### config.mk
export PLATFORM = sky130hd
export DESIGN_NAME = uart_frame_engine
export DESIGN_NICKNAME = d
export VERILOG_FILES = /design/src/rtl/uart_fe_pkg.sv /design/src/rtl/uart_fe_tx.sv /design/src/rtl/uart_fe_rx.sv /design/src/rtl/uart_frame_engine.sv
export SDC_FILE = /design/constraint.sdc
export NUM_CORES = 1
export LEC_CHECK = 0
export BUFFER_PORTS_ARGS = -buffer_cell sky130_fd_sc_hd__buf_2
export CORE_ASPECT_RATIO = 1.2
export CORE_MARGIN = 5
export CORE_UTILIZATION = 58
export DETAILED_ROUTE_END_ITERATION = 6
export MAX_ROUTING_LAYER = met4
export PLACE_DENSITY = 0.94
export SLEW_MARGIN = 5
export SYNTH_ARGS = -nofsm -noshare
export SYNTH_HDL_FRONTEND = slang
export SYNTH_SLANG_ARGS = --single-unit
### constraint.sdc
create_clock -name clk_i -period 3.32 [get_ports clk_i]
set_clock_uncertainty 0.05 [all_clocks]
set_input_delay 0.166 -clock clk_i [delete_from_list [all_inputs] [get_ports clk_i]]
set_output_delay 0.166 -clock clk_i [all_outputs]
set_load 0.1 [all_outputs]
### src/rtl/uart_fe_pkg.sv
package uart_fe_pkg;

  // control-word bit positions decoded by the register file
  localparam int unsigned CTL_EN      = 0;
  localparam int unsigned CTL_D8      = 1;
  localparam int unsigned CTL_STOP2   = 2;
  localparam int unsigned CTL_PAR_EN  = 3;
  localparam int unsigned CTL_PAR_LSB = 4;
  localparam int unsigned CTL_FLOW    = 23;
  localparam int unsigned CTL_LOOP    = 24;

  typedef enum logic [1:0] {
    PAR_ODD   = 2'd0,
    PAR_EVEN  = 2'd1,
    PAR_SPACE = 2'd2,
    PAR_MARK  = 2'd3
  } par_mode_e;

  typedef struct packed {
    logic      en;
    logic      d8;
    logic      stop2;
    logic      par_en;
    par_mode_e par_mode;
    logic      flow_en;
    logic      loop_en;
  } frame_cfg_t;

  function automatic frame_cfg_t decode_ctrl(input logic [31:0] c);
    frame_cfg_t f;
    f.en       = c[CTL_EN];
    f.d8       = c[CTL_D8];
    f.stop2    = c[CTL_STOP2];
    f.par_en   = c[CTL_PAR_EN];
    f.par_mode = par_mode_e'(c[CTL_PAR_LSB +: 2]);
    f.flow_en  = c[CTL_FLOW];
    f.loop_en  = c[CTL_LOOP];
    return f;
  endfunction

  function automatic logic par_bit(input par_mode_e m, input logic [7:0] d, input logic d8);
    logic x;
    x = ^(d & {d8, 7'h7f});
    case (m)
      PAR_ODD:   return ~x;
      PAR_EVEN:  return x;
      PAR_SPACE: return 1'b0;
      default:   return 1'b1;
    endcase
  endfunction

endpackage

### src/rtl/uart_fe_tx.sv
module uart_fe_tx
  import uart_fe_pkg::*;
#(
  parameter int unsigned OVS = 8
) (
  input  logic       clk_i,
  input  logic       rst_ni,
  input  logic       tick_i,
  input  logic       en_i,
  input  logic       d8_i,
  input  logic       stop2_i,
  input  logic       par_en_i,
  input  par_mode_e  par_mode_i,
  input  logic       flow_en_i,
  input  logic       cts_i,
  input  logic       tx_valid_i,
  input  logic [7:0] tx_data_i,
  output logic       tx_pop_o,
  output logic       line_o
);
  localparam int unsigned CW = $clog2(OVS);

  typedef enum logic [2:0] {TX_IDLE, TX_START, TX_DATA, TX_PAR, TX_STOP} tx_st_e;

  tx_st_e        st;
  logic [CW-1:0] tcnt;
  logic [7:0]    shreg;
  logic [2:0]    bidx;
  logic          pbit, stop_second;
  logic          bit_end;

  assign bit_end  = tick_i && (tcnt == CW'(OVS - 1));
  assign tx_pop_o = en_i && tick_i && (st == TX_IDLE) && tx_valid_i && (!flow_en_i || cts_i);

  always_ff @(posedge clk_i or negedge rst_ni) begin
    if (!rst_ni) begin
      st          <= TX_IDLE;
      tcnt        <= '0;
      shreg       <= '0;
      bidx        <= '0;
      pbit        <= 1'b0;
      stop_second <= 1'b0;
    end else if (!en_i) begin
      st   <= TX_IDLE;
      tcnt <= '0;
    end else begin
      if (st != TX_IDLE && tick_i) tcnt <= bit_end ? '0 : tcnt + 1'b1;
      case (st)
        TX_IDLE: if (tx_pop_o) begin
          shreg       <= tx_data_i;
          pbit        <= par_bit(par_mode_i, tx_data_i, d8_i);
          bidx        <= '0;
          stop_second <= 1'b0;
          tcnt        <= '0;
          st          <= TX_START;
        end
        TX_START: if (bit_end) st <= TX_DATA;
        TX_DATA: if (bit_end) begin
          shreg <= shreg >> 1;
          bidx  <= bidx + 1'b1;
          if (bidx == (d8_i ? 3'd7 : 3'd6)) st <= par_en_i ? TX_PAR : TX_STOP;
        end
        TX_PAR: if (bit_end) st <= TX_STOP;
        TX_STOP: if (bit_end) begin
          if (stop2_i && !stop_second) stop_second <= 1'b1;
          else st <= TX_IDLE;
        end
        default: st <= TX_IDLE;
      endcase
    end
  end

  always_comb begin
    case (st)
      TX_START: line_o = 1'b0;
      TX_DATA:  line_o = shreg[0];
      TX_PAR:   line_o = pbit;
      default:  line_o = 1'b1;
    endcase
  end


  tx_start_chk: assert property (@(posedge clk_i) disable iff (!rst_ni)
    tx_pop_o |=> (st == TX_START && !line_o));


  flow_hold_chk: assert property (@(posedge clk_i) disable iff (!rst_ni)
    (flow_en_i && !cts_i && st == TX_IDLE) |=> (st == TX_IDLE));

endmodule

### src/rtl/uart_fe_rx.sv
module uart_fe_rx
  import uart_fe_pkg::*;
#(
  parameter int unsigned OVS = 8
) (
  input  logic       clk_i,
  input  logic       rst_ni,
  input  logic       tick_i,
  input  logic       en_i,
  input  logic       d8_i,
  input  logic       par_en_i,
  input  par_mode_e  par_mode_i,
  input  logic       rx_i,
  input  logic       rx_full_i,
  output logic       push_o,
  output logic [7:0] data_o,
  output logic       par_err_o,
  output logic       frm_err_o,
  output logic       brk_o,
  output logic       ovf_o
);
  localparam int unsigned CW = $clog2(OVS);

  typedef enum logic [2:0] {RX_IDLE, RX_START, RX_DATA, RX_PAR, RX_STOP, RX_HOLD} rx_st_e;

  rx_st_e        st;
  logic [CW-1:0] tcnt;
  logic [7:0]    shreg, aligned;
  logic [2:0]    bidx;
  logic          rpar, any_one;
  logic          samp, mid;

  assign samp    = tick_i && (tcnt == CW'(OVS - 1));
  assign mid     = tick_i && (tcnt == CW'(OVS / 2 - 1));
  assign aligned = d8_i ? shreg : {1'b0, shreg[7:1]};

  always_ff @(posedge clk_i or negedge rst_ni) begin
    if (!rst_ni) begin
      st        <= RX_IDLE;
      tcnt      <= '0;
      shreg     <= '0;
      bidx      <= '0;
      rpar      <= 1'b0;
      any_one   <= 1'b0;
      push_o    <= 1'b0;
      data_o    <= '0;
      par_err_o <= 1'b0;
      frm_err_o <= 1'b0;
      brk_o     <= 1'b0;
      ovf_o     <= 1'b0;
    end else begin
      push_o    <= 1'b0;
      par_err_o <= 1'b0;
      frm_err_o <= 1'b0;
      brk_o     <= 1'b0;
      ovf_o     <= 1'b0;
      if (!en_i) begin
        st   <= RX_IDLE;
        tcnt <= '0;
      end else begin
        if (st != RX_IDLE && st != RX_HOLD && tick_i) tcnt <= samp ? '0 : tcnt + 1'b1;
        case (st)
          RX_IDLE: if (tick_i && !rx_i) begin
            st      <= RX_START;
            tcnt    <= '0;
            bidx    <= '0;
            any_one <= 1'b0;
          end
          RX_START: if (mid) begin
            tcnt <= '0;
            st   <= rx_i ? RX_IDLE : RX_DATA;
          end
          RX_DATA: if (samp) begin
            shreg   <= {rx_i, shreg[7:1]};
            any_one <= any_one | rx_i;
            bidx    <= bidx + 1'b1;
            if (bidx == (d8_i ? 3'd7 : 3'd6)) st <= par_en_i ? RX_PAR : RX_STOP;
          end
          RX_PAR: if (samp) begin
            rpar    <= rx_i;
            any_one <= any_one | rx_i;
            st      <= RX_STOP;
          end
          RX_STOP: if (samp) begin
            data_o    <= aligned;
            push_o    <= !rx_full_i;
            ovf_o     <= rx_full_i;
            frm_err_o <= !rx_i;
            brk_o     <= !rx_i && !any_one;
            par_err_o <= par_en_i && (rpar != par_bit(par_mode_i, aligned, d8_i));
            st        <= rx_i ? RX_IDLE : RX_HOLD;
          end
          RX_HOLD: if (rx_i) st <= RX_IDLE;
          default: st <= RX_IDLE;
        endcase
      end
    end
  end


  no_overflow_chk: assert property (@(posedge clk_i) disable iff (!rst_ni)
    ovf_o |-> !push_o);


  break_framing_chk: assert property (@(posedge clk_i) disable iff (!rst_ni)
    brk_o |-> frm_err_o);


  glitch_reject_chk: assert property (@(posedge clk_i) disable iff (!rst_ni)
    (en_i && st == RX_START && mid && rx_i) |=> (st == RX_IDLE));

endmodule

### src/rtl/uart_frame_engine.sv
module uart_frame_engine
  import uart_fe_pkg::*;
#(
  parameter int unsigned OVS         = 8,
  parameter int unsigned LVL_W       = 7,
  parameter int unsigned SYNC_STAGES = 2
) (
  input  logic             clk_i,
  input  logic             rst_ni,
  input  logic             tick_i,
  input  logic [31:0]      ctrl_i,
  input  logic             tx_valid_i,
  input  logic [7:0]       tx_data_i,
  output logic             tx_pop_o,
  output logic             rx_push_o,
  output logic [7:0]       rx_data_o,
  input  logic             rx_full_i,
  input  logic [LVL_W-1:0] rx_level_i,
  input  logic [LVL_W-1:0] afc_level_i,
  input  logic             cts_i,
  output logic             rts_o,
  input  logic             uart_rx_i,
  output logic             uart_tx_o,
  output logic             parity_err_o,
  output logic             framing_err_o,
  output logic             break_o,
  output logic             overflow_o
);
  frame_cfg_t       cfg;
  logic             tx_line, rx_line;
  logic [SYNC_STAGES-1:0] sync_q;

  assign cfg = decode_ctrl(ctrl_i);

  generate
    for (genvar i = 0; i < SYNC_STAGES; i++) begin : g_sync
      always_ff @(posedge clk_i or negedge rst_ni) begin
        if (!rst_ni) sync_q[i] <= 1'b1;
        else         sync_q[i] <= (i == 0) ? uart_rx_i : sync_q[(i == 0) ? 0 : i - 1];
      end
    end
  endgenerate

  assign rx_line   = cfg.loop_en ? tx_line : sync_q[SYNC_STAGES-1];
  assign uart_tx_o = cfg.loop_en ? 1'b1 : tx_line;
  assign rts_o     = !cfg.flow_en || (rx_level_i < afc_level_i);

  uart_fe_tx #(.OVS(OVS)) i_tx (
    .clk_i      (clk_i),
    .rst_ni     (rst_ni),
    .tick_i     (tick_i),
    .en_i       (cfg.en),
    .d8_i       (cfg.d8),
    .stop2_i    (cfg.stop2),
    .par_en_i   (cfg.par_en),
    .par_mode_i (cfg.par_mode),
    .flow_en_i  (cfg.flow_en),
    .cts_i      (cts_i),
    .tx_valid_i (tx_valid_i),
    .tx_data_i  (tx_data_i),
    .tx_pop_o   (tx_pop_o),
    .line_o     (tx_line)
  );

  uart_fe_rx #(.OVS(OVS)) i_rx (
    .clk_i      (clk_i),
    .rst_ni     (rst_ni),
    .tick_i     (tick_i),
    .en_i       (cfg.en),
    .d8_i       (cfg.d8),
    .par_en_i   (cfg.par_en),
    .par_mode_i (cfg.par_mode),
    .rx_i       (rx_line),
    .rx_full_i  (rx_full_i),
    .push_o     (rx_push_o),
    .data_o     (rx_data_o),
    .par_err_o  (parity_err_o),
    .frm_err_o  (framing_err_o),
    .brk_o      (break_o),
    .ovf_o      (overflow_o)
  );


  loop_quiet_chk: assert property (@(posedge clk_i) disable iff (!rst_ni)
    (cfg.loop_en && $stable(ctrl_i)) |=> uart_tx_o);

endmodule

# After elaboration in Yosys (flattened, before gate mapping)
# Index checks and enable logic that the tools add are counted.
# classes
order_cmp,1
n_reduce_logical,43
n_bitwise,5
n_mul,0
add_sub_neg,4
eq_ne,39
div_mod_pow,0
mux,73
shift,0
# ops
operator,n
3-bit two-way mux,32
3-bit by 2-bit inequality test with 1-bit output (second input constant),12
1-bit two-way mux,26
8-bit two-way mux,3
3-bit case mux with 2 select lines,3
3-bit case mux with 6 select lines,1
8-bit bitwise AND,2
8-bit case mux with 2 select lines,1
8-bit XOR reduction,2
3-bit by 2-bit equality test with 1-bit output (second input constant),5
3-bit equality test (second input constant),5
3-bit case mux with 5 select lines,1
1-bit logical AND,14
7-bit AND reduction,2
3-bit by 1-bit adder with 3-bit output (second input constant),4
2-bit by 1-bit inequality test with 1-bit output (second input constant),6
3-bit AND reduction,4
4-bit AND reduction,3
3-bit inequality test (second input constant),3
1-bit case mux with 3 select lines,3
2-bit nonzero test,4
7-bit < comparator,1
3-bit by 1-bit equality test with 1-bit output (second input constant),2
3-bit equality test,2
15 further kinds,24
# totals
mem_bits_ro,0
ff_bits,53
latch_bits,0
memories,0
output_inout_bits,16
mem_bits_rw,0
word_cells,185
input_bits,61

# Longest topological paths before layout
# depth
ltp_word,13
depth_mapped,9
ltp_nobuf,7

# By module
# From an unflattened synthesis, not the netlist that was laid out.
# hier_totals
hier_cells,308
hier_area_um2,3057.9
# modules_own_cells
mod,cells_per_inst,seq_area_each_um2,n_inst,area_each_um2
uart_fe_rx,157,800.8,1,1630.3
uart_fe_tx,123,475.5,1,1198.6
uart_frame_engine,28,52.6,1,229.0

# Least setup slack after synthesis
# No wires, ideal clock.
# synth_path
path_type,input -> output
from,input afc_level_i[1]
to,output rts_o
path_buffers,0
setup_slack_ns,0.209
arrival_time_ns,2.895
t_required_ns,3.104
path_stages,6
path_cell_list,inv_1 > ha_1 > a21o_1 > a21oi_1 > nor3b_1 > o21ai_0
# synth_via
elab_chain_len,2
# synth_lines
element,line,source
from (decl),uart_frame_engine.sv:19,"input logic [LVL_W-1:0] afc_level_i,"
7-bit < comparator,uart_frame_engine.sv:46,assign rts_o = !cfg.flow_en || (rx_level_i < afc_level_i);
1-bit logical OR,uart_frame_engine.sv:46,
to (decl),uart_frame_engine.sv:21,"output logic rts_o,"
# No other way between the ends.

# Final worst setup path
# layout_path
from,register i_tx.st[2]
to,output tx_pop_o
# layout_via
elab_chain_len,4
# layout_lines
element,line,source
from (decl),uart_fe_tx.sv:25,tx_st_e st;
from (signal assigned),uart_fe_tx.sv:61,if (bidx == (d8_i ? 3'd7 : 3'd6)) st <= par_en_i ? TX_PAR : TX_STOP;
3-bit zero test,uart_fe_tx.sv:33,assign tx_pop_o = en_i && tick_i && (st == TX_IDLE) && tx_valid_i && (!flow_en_i || cts_i);
1-bit logical AND (3 in series),uart_fe_tx.sv:33,
to (decl),uart_frame_engine.sv:14,"output logic tx_pop_o,"
# No other way between the ends.

==> run_summary.xml <==
<?xml version="1.0" encoding="UTF-8"?>
<metrics>
  <group name="timing">
    <metric name="layout_min_cycle_time" unit="ns">2.44</metric>
    <metric name="worstMarginPinSlew" unit="ns">0.778</metric>
    <metric name="max_freq" unit="MHz">409</metric>
    <metric name="post_route_fraction_of_the_period_consumed_by_the_critical_path" unit="%">73.6</metric>
    <metric name="endpoints_failing_setup" unit="">0</metric>
    <metric name="rsz0062_at_grt" unit="">no</metric>
    <metric name="slew_headroom" unit="%">48.1</metric>
    <metric name="final-hold-violation-count" unit="">0</metric>
    <metric name="tns" unit="ns">0</metric>
    <metric name="timing_max_transition_violations_final" unit="">0</metric>
  </group>
  <group name="routing">
    <metric name="drt-pass1-iter-count" unit="">5</metric>
    <metric name="drt.antenna.violating_nets" unit="">0</metric>
    <metric name="drc" unit="">0</metric>
    <metric name="drt-initial-drc-count" unit="">178</metric>
    <metric name="via_total_after_detailed_routing" unit="">2513</metric>
    <metric name="route.detailed.wl_per_inst" unit="um">16.7</metric>
    <metric name="average_vias_per_placed_instance" unit="">5.93</metric>
    <metric name="drt-total-wl" unit="um">7070</metric>
  </group>
  <group name="clock_network">
    <metric name="clock_sinks" unit="">53</metric>
    <metric name="clkSlewWorstSetupHoldPaths" unit="ns">0.09</metric>
    <metric name="cts_setup_buffers" unit="">0</metric>
    <metric name="clock_tree_root_driver_cell" unit="">sky130_fd_sc_hd__clkbuf_8</metric>
    <metric name="cts-hold-fix-buffers" unit="">3</metric>
    <metric name="cts_tree" unit="">done</metric>
    <metric name="cts_resized" unit="">0</metric>
    <metric name="ctsLongestPathBuffers" unit="">2</metric>
    <metric name="cts_htree_levels" unit="">2</metric>
    <metric name="tritoncts.num_buffers" unit="">5</metric>
    <metric name="clock_latency" unit="ns">0.31</metric>
  </group>
  <group name="power_and_ir_drop">
    <metric name="power_frac_seq" unit="%">48.2</metric>
    <metric name="power.share.switching" unit="%">34.5</metric>
    <metric name="power.share.clock" unit="%">24.7</metric>
    <metric name="power.density_cell_area" unit="nW/um2">492</metric>
    <metric name="power.static_leakage" unit="uW">0.00169</metric>
    <metric name="p_sw" unit="uW">601</metric>
    <metric name="irDropWorstVdd" unit="V">0.000470</metric>
    <metric name="combinationalPowerShare" unit="%">27.1</metric>
    <metric name="internal_power" unit="uW">1140</metric>
  </group>
  <group name="floorplanning">
    <metric name="floorplan.io_pins" unit="">77</metric>
    <metric name="die_width" unit="um">77.1</metric>
    <metric name="core" unit="um2">5260</metric>
    <metric name="floorplan.die_area" unit="um2">6970</metric>
    <metric name="initial_core_util" unit="%">59.5</metric>
    <metric name="dieHeight" unit="um">90.5</metric>
    <metric name="std_cell_rows" unit="">29</metric>
  </group>
  <group name="global_routing">
    <metric name="first_global_vias" unit="">2650</metric>
    <metric name="grt.met1_usage" unit="%">24.5</metric>
    <metric name="global_route.usage.met2" unit="%">37.0</metric>
    <metric name="grt_pass1_wl" unit="um">12000</metric>
    <metric name="antenna_found_initial" unit="">0</metric>
    <metric name="grtUsageMet3" unit="%">2.79</metric>
    <metric name="grtUsageTotal" unit="%">21.6</metric>
    <metric name="pin_count_of_the_biggest_net_entering_global_routing" unit="">35</metric>
    <metric name="grt_overflow" unit="">0</metric>
    <metric name="grt-busiest-layer" unit="">met2</metric>
  </group>
  <group name="cells_and_area">
    <metric name="multi_input_area" unit="um2">1670</metric>
    <metric name="final_util" unit="%">67.3</metric>
    <metric name="area.growth.synth_to_final" unit="%">13.2</metric>
    <metric name="final_nets" unit="">436</metric>
    <metric name="share_of_final_layout_standard_cells_stronger_than_drive_strength_1" unit="%">23.5</metric>
    <metric name="seq_area" unit="um2">1330</metric>
    <metric name="fillCellCount" unit="">392</metric>
    <metric name="insertedDiodeCount" unit="">0</metric>
    <metric name="layout.cells.non_filler" unit="">424</metric>
  </group>
  <group name="setup_path">
    <metric name="data_required_time_at_the_worst_endpoint" unit="ns">3.10</metric>
    <metric name="crit_end_category" unit="">output port</metric>
    <metric name="ff2ff_path_depth" unit="">7</metric>
    <metric name="setup.worst_path.class" unit="">register to output port</metric>
    <metric name="regToRegStartpoint" unit="">i_tx.tcnt[0]$_DFF_PN0_</metric>
    <metric name="setup.worst_path.start_class" unit="">register</metric>
    <metric name="reg2reg_setup_slack" unit="ns">1.11</metric>
    <metric name="worstPathMaxFanout" unit="">9</metric>
    <metric name="critPathArrivalTime" unit="ns">2.23</metric>
    <metric name="reg2reg_to" unit="">i_tx.st[2]$_DFFE_PN0P_</metric>
  </group>
  <group name="synth">
    <metric name="synth-edff-count" unit="">0</metric>
    <metric name="post-synth-top-area-fraction" unit="%">40.8</metric>
    <metric name="post_synth.cell_area_avg" unit="um2">10.1</metric>
    <metric name="seq_total_area_yosys" unit="%">42.5</metric>
    <metric name="synth_top_area_cell" unit="">sky130_fd_sc_hd__dfrtp_1</metric>
    <metric name="yosys-top-cells-area" unit="">sky130_fd_sc_hd__dfrtp_1 (41%), sky130_fd_sc_hd__ha_1 (5.2%), sky130_fd_sc_hd__mux2i_1 (5.1%), sky130_fd_sc_hd__xnor2_1 (3.9%), sky130_fd_sc_hd__nand2_1 (3.6%)</metric>
    <metric name="synth_fp_nets" unit="">385</metric>
    <metric name="synth_cells" unit="">311</metric>
    <metric name="synth-main-ff-cell" unit="">sky130_fd_sc_hd__dfrtp_1</metric>
    <metric name="yosys_warnings" unit="">0</metric>
    <metric name="synth_cell_types" unit="">61</metric>
    <metric name="post_synth_instance_area" unit="um2">3130</metric>
    <metric name="synth-async-reset-ratio" unit="%">100</metric>
    <metric name="postSynthRegisterBits" unit="">53</metric>
  </group>
  <group name="placement">
    <metric name="numPlacedInstances" unit="">414</metric>
    <metric name="numPortBuffers" unit="">52</metric>
    <metric name="place_congestion" unit="">0.882</metric>
    <metric name="detailed_place_hpwl" unit="um">5000</metric>
  </group>
  <group name="worst_hold_path">
    <metric name="worst_hold_startpoint" unit="">tx_data_i[7]</metric>
    <metric name="hold_end" unit="">i_tx.shreg[7]$_DFFE_PN0P_</metric>
    <metric name="worstHoldPathType" unit="">input pin to register</metric>
    <metric name="hold-path-cell-count" unit="">3</metric>
  </group>
  <group name="run">
    <metric name="cap_viol_max_count" unit="">0</metric>
  </group>
  <group name="run_status">
    <metric name="status" unit="">finished clean</metric>
  </group>
</metrics>
## state kept, by name, indices dropped and copies added (netlist names)
| signal | flops |
|---|---|
| i_rx.any_one | 1 |
| i_rx.bidx | 3 |
| i_rx.ovf_o | 1 |
| i_tx.tcnt | 3 |
| i_rx.push_o | 1 |
| i_rx.tcnt | 3 |
| i_tx.pbit | 1 |
| i_tx.bidx | 3 |
| i_rx.st | 3 |
| i_rx.frm_err_o | 1 |
| i_rx.data_o | 8 |
| i_rx.par_err_o | 1 |
| i_tx.st | 3 |
| i_rx.shreg | 8 |
| i_tx.stop_second | 1 |
| i_tx.shreg | 8 |
| i_rx.rpar | 1 |
| sync_q | 2 |
| i_rx.brk_o | 1 |
## power groups by stage
stage | combinational, uW | sequential, uW | clock (uW)
final | 472 | 839 | 431
after global routing | 522 | 852 | 455
after CTS | 472 | 835 | 434
after detailed placement | 463 | 846 | 0
after global placement | 434 | 838 | 0
after floorplan | 425 | 769 | 0
## logic make-up after synthesis
group	count (synthesis)	share of synthesized area (%)
mux	26	8.84
compound gates	74	15.5
fa+ha+maj	13	5.20
buf+inv	28	4.16
simple gates	99	17.9
xor+xnor	18	5.92
flops	53	42.5
## stage by stage
step                total power, uW  setup slack (ns)  hold WS [ns]  instance area (um2)
floorplan                      1190             0.209        -0.180                 3130
global placement               1270              1.24         0.219                 3410
detailed placement             1310              1.19         0.224                 3410
CTS                            1740             0.872        0.0767                 3540
global route                   1830             0.784         0.114                 3540
finish                         1740             0.878        0.0741                 3540
## how the worst max path moves through the flow
stage                                 from                         to  slack [ns]  cells past startpoint
global route        i_tx.st[2]$_DFFE_PN0P_                   tx_pop_o        0.78                      3
detailed placement  i_tx.tcnt[0]$_DFF_PN0_     i_tx.st[2]$_DFFE_PN0P_        1.19                      7
global placement    i_rx.tcnt[0]$_DFF_PN0_  i_rx.shreg[3]$_DFFE_PN0P_        1.24                      5
floorplan                   afc_level_i[1]                      rts_o        0.21                      6
finish              i_tx.st[2]$_DFFE_PN0P_                   tx_pop_o        0.88                      3
CTS                 i_tx.st[2]$_DFFE_PN0P_                   tx_pop_o        0.87                      3
## synth_stat cells, types with 3 or more instances
cell type,n
sky130_fd_sc_hd__and2_1,5
sky130_fd_sc_hd__nor2_1,18
sky130_fd_sc_hd__inv_1,15
sky130_fd_sc_hd__xnor2_1,14
sky130_fd_sc_hd__o211ai_1,3
sky130_fd_sc_hd__mux2i_1,16
sky130_fd_sc_hd__nor3_1,5
sky130_fd_sc_hd__nand2b_1,4
sky130_fd_sc_hd__buf_2,8
sky130_fd_sc_hd__mux2_2,8
sky130_fd_sc_hd__o21ai_0,19
sky130_fd_sc_hd__or3_1,5
sky130_fd_sc_hd__nor2b_1,4
sky130_fd_sc_hd__dfrtp_1,51
sky130_fd_sc_hd__nor3b_1,5
sky130_fd_sc_hd__o21ai_1,8
sky130_fd_sc_hd__nand3_1,6
sky130_fd_sc_hd__ha_1,13
sky130_fd_sc_hd__nand2_1,30
sky130_fd_sc_hd__a21oi_1,18
sky130_fd_sc_hd__or2_2,3
## cells in the final DEF (no fill, tap or decap), types with 3 or more instances in the layout
cell,instances
sky130_fd_sc_hd__mux2_2,8
sky130_fd_sc_hd__a21oi_1,18
sky130_fd_sc_hd__clkbuf_8,5
sky130_fd_sc_hd__or3_1,5
sky130_fd_sc_hd__inv_1,15
sky130_fd_sc_hd__and2_1,5
sky130_fd_sc_hd__o211ai_1,3
sky130_fd_sc_hd__nor2_1,18
sky130_fd_sc_hd__or2_2,3
sky130_fd_sc_hd__nand3_1,6
sky130_fd_sc_hd__o21ai_0,19
sky130_fd_sc_hd__ha_1,13
sky130_fd_sc_hd__mux2i_1,16
sky130_fd_sc_hd__dlygate4sd3_1,3
sky130_fd_sc_hd__nand2b_1,4
sky130_fd_sc_hd__o21ai_1,8
sky130_fd_sc_hd__nor3_1,5
sky130_fd_sc_hd__xnor2_1,14
sky130_fd_sc_hd__dfrtp_1,51
sky130_fd_sc_hd__nor3b_1,5
sky130_fd_sc_hd__nand2_1,30
sky130_fd_sc_hd__buf_2,52
sky130_fd_sc_hd__nor2b_1,4
## area by class of cell
cell class | count | share of cell area [%]
Inverter | 15 | 1.59
Clock inverter | 2 | 0.989
Sequential cell | 53 | 37.5
Tap cell | 62 | 2.19
Clock buffer | 5 | 1.94
Multi-Input combinational cell | 230 | 47.2
Timing Repair Buffer | 57 | 8.62
## per-layer routing
| metal | vias to the layer above | share of wire [%] | wire [um] |
|---|---|---|---|
| met4 | 0 | 3.9 | 275 |
| met1 | 1202 | 38 | 2700 |
| met3 | 26 | 5.0 | 351 |
| met5 | - | 0 | 0 |
| li1 | 1207 | - | - |
| met2 | 78 | 53 | 3750 |
## critical path, cell delays in order, from the launching register on
cell and delay [ns]:
sky130_fd_sc_hd__dfrtp_1 0.51, sky130_fd_sc_hd__nand2b_1 0.32, sky130_fd_sc_hd__nor4b_4 0.56, sky130_fd_sc_hd__buf_2 0.53
(Power assumes the default switching activity.)
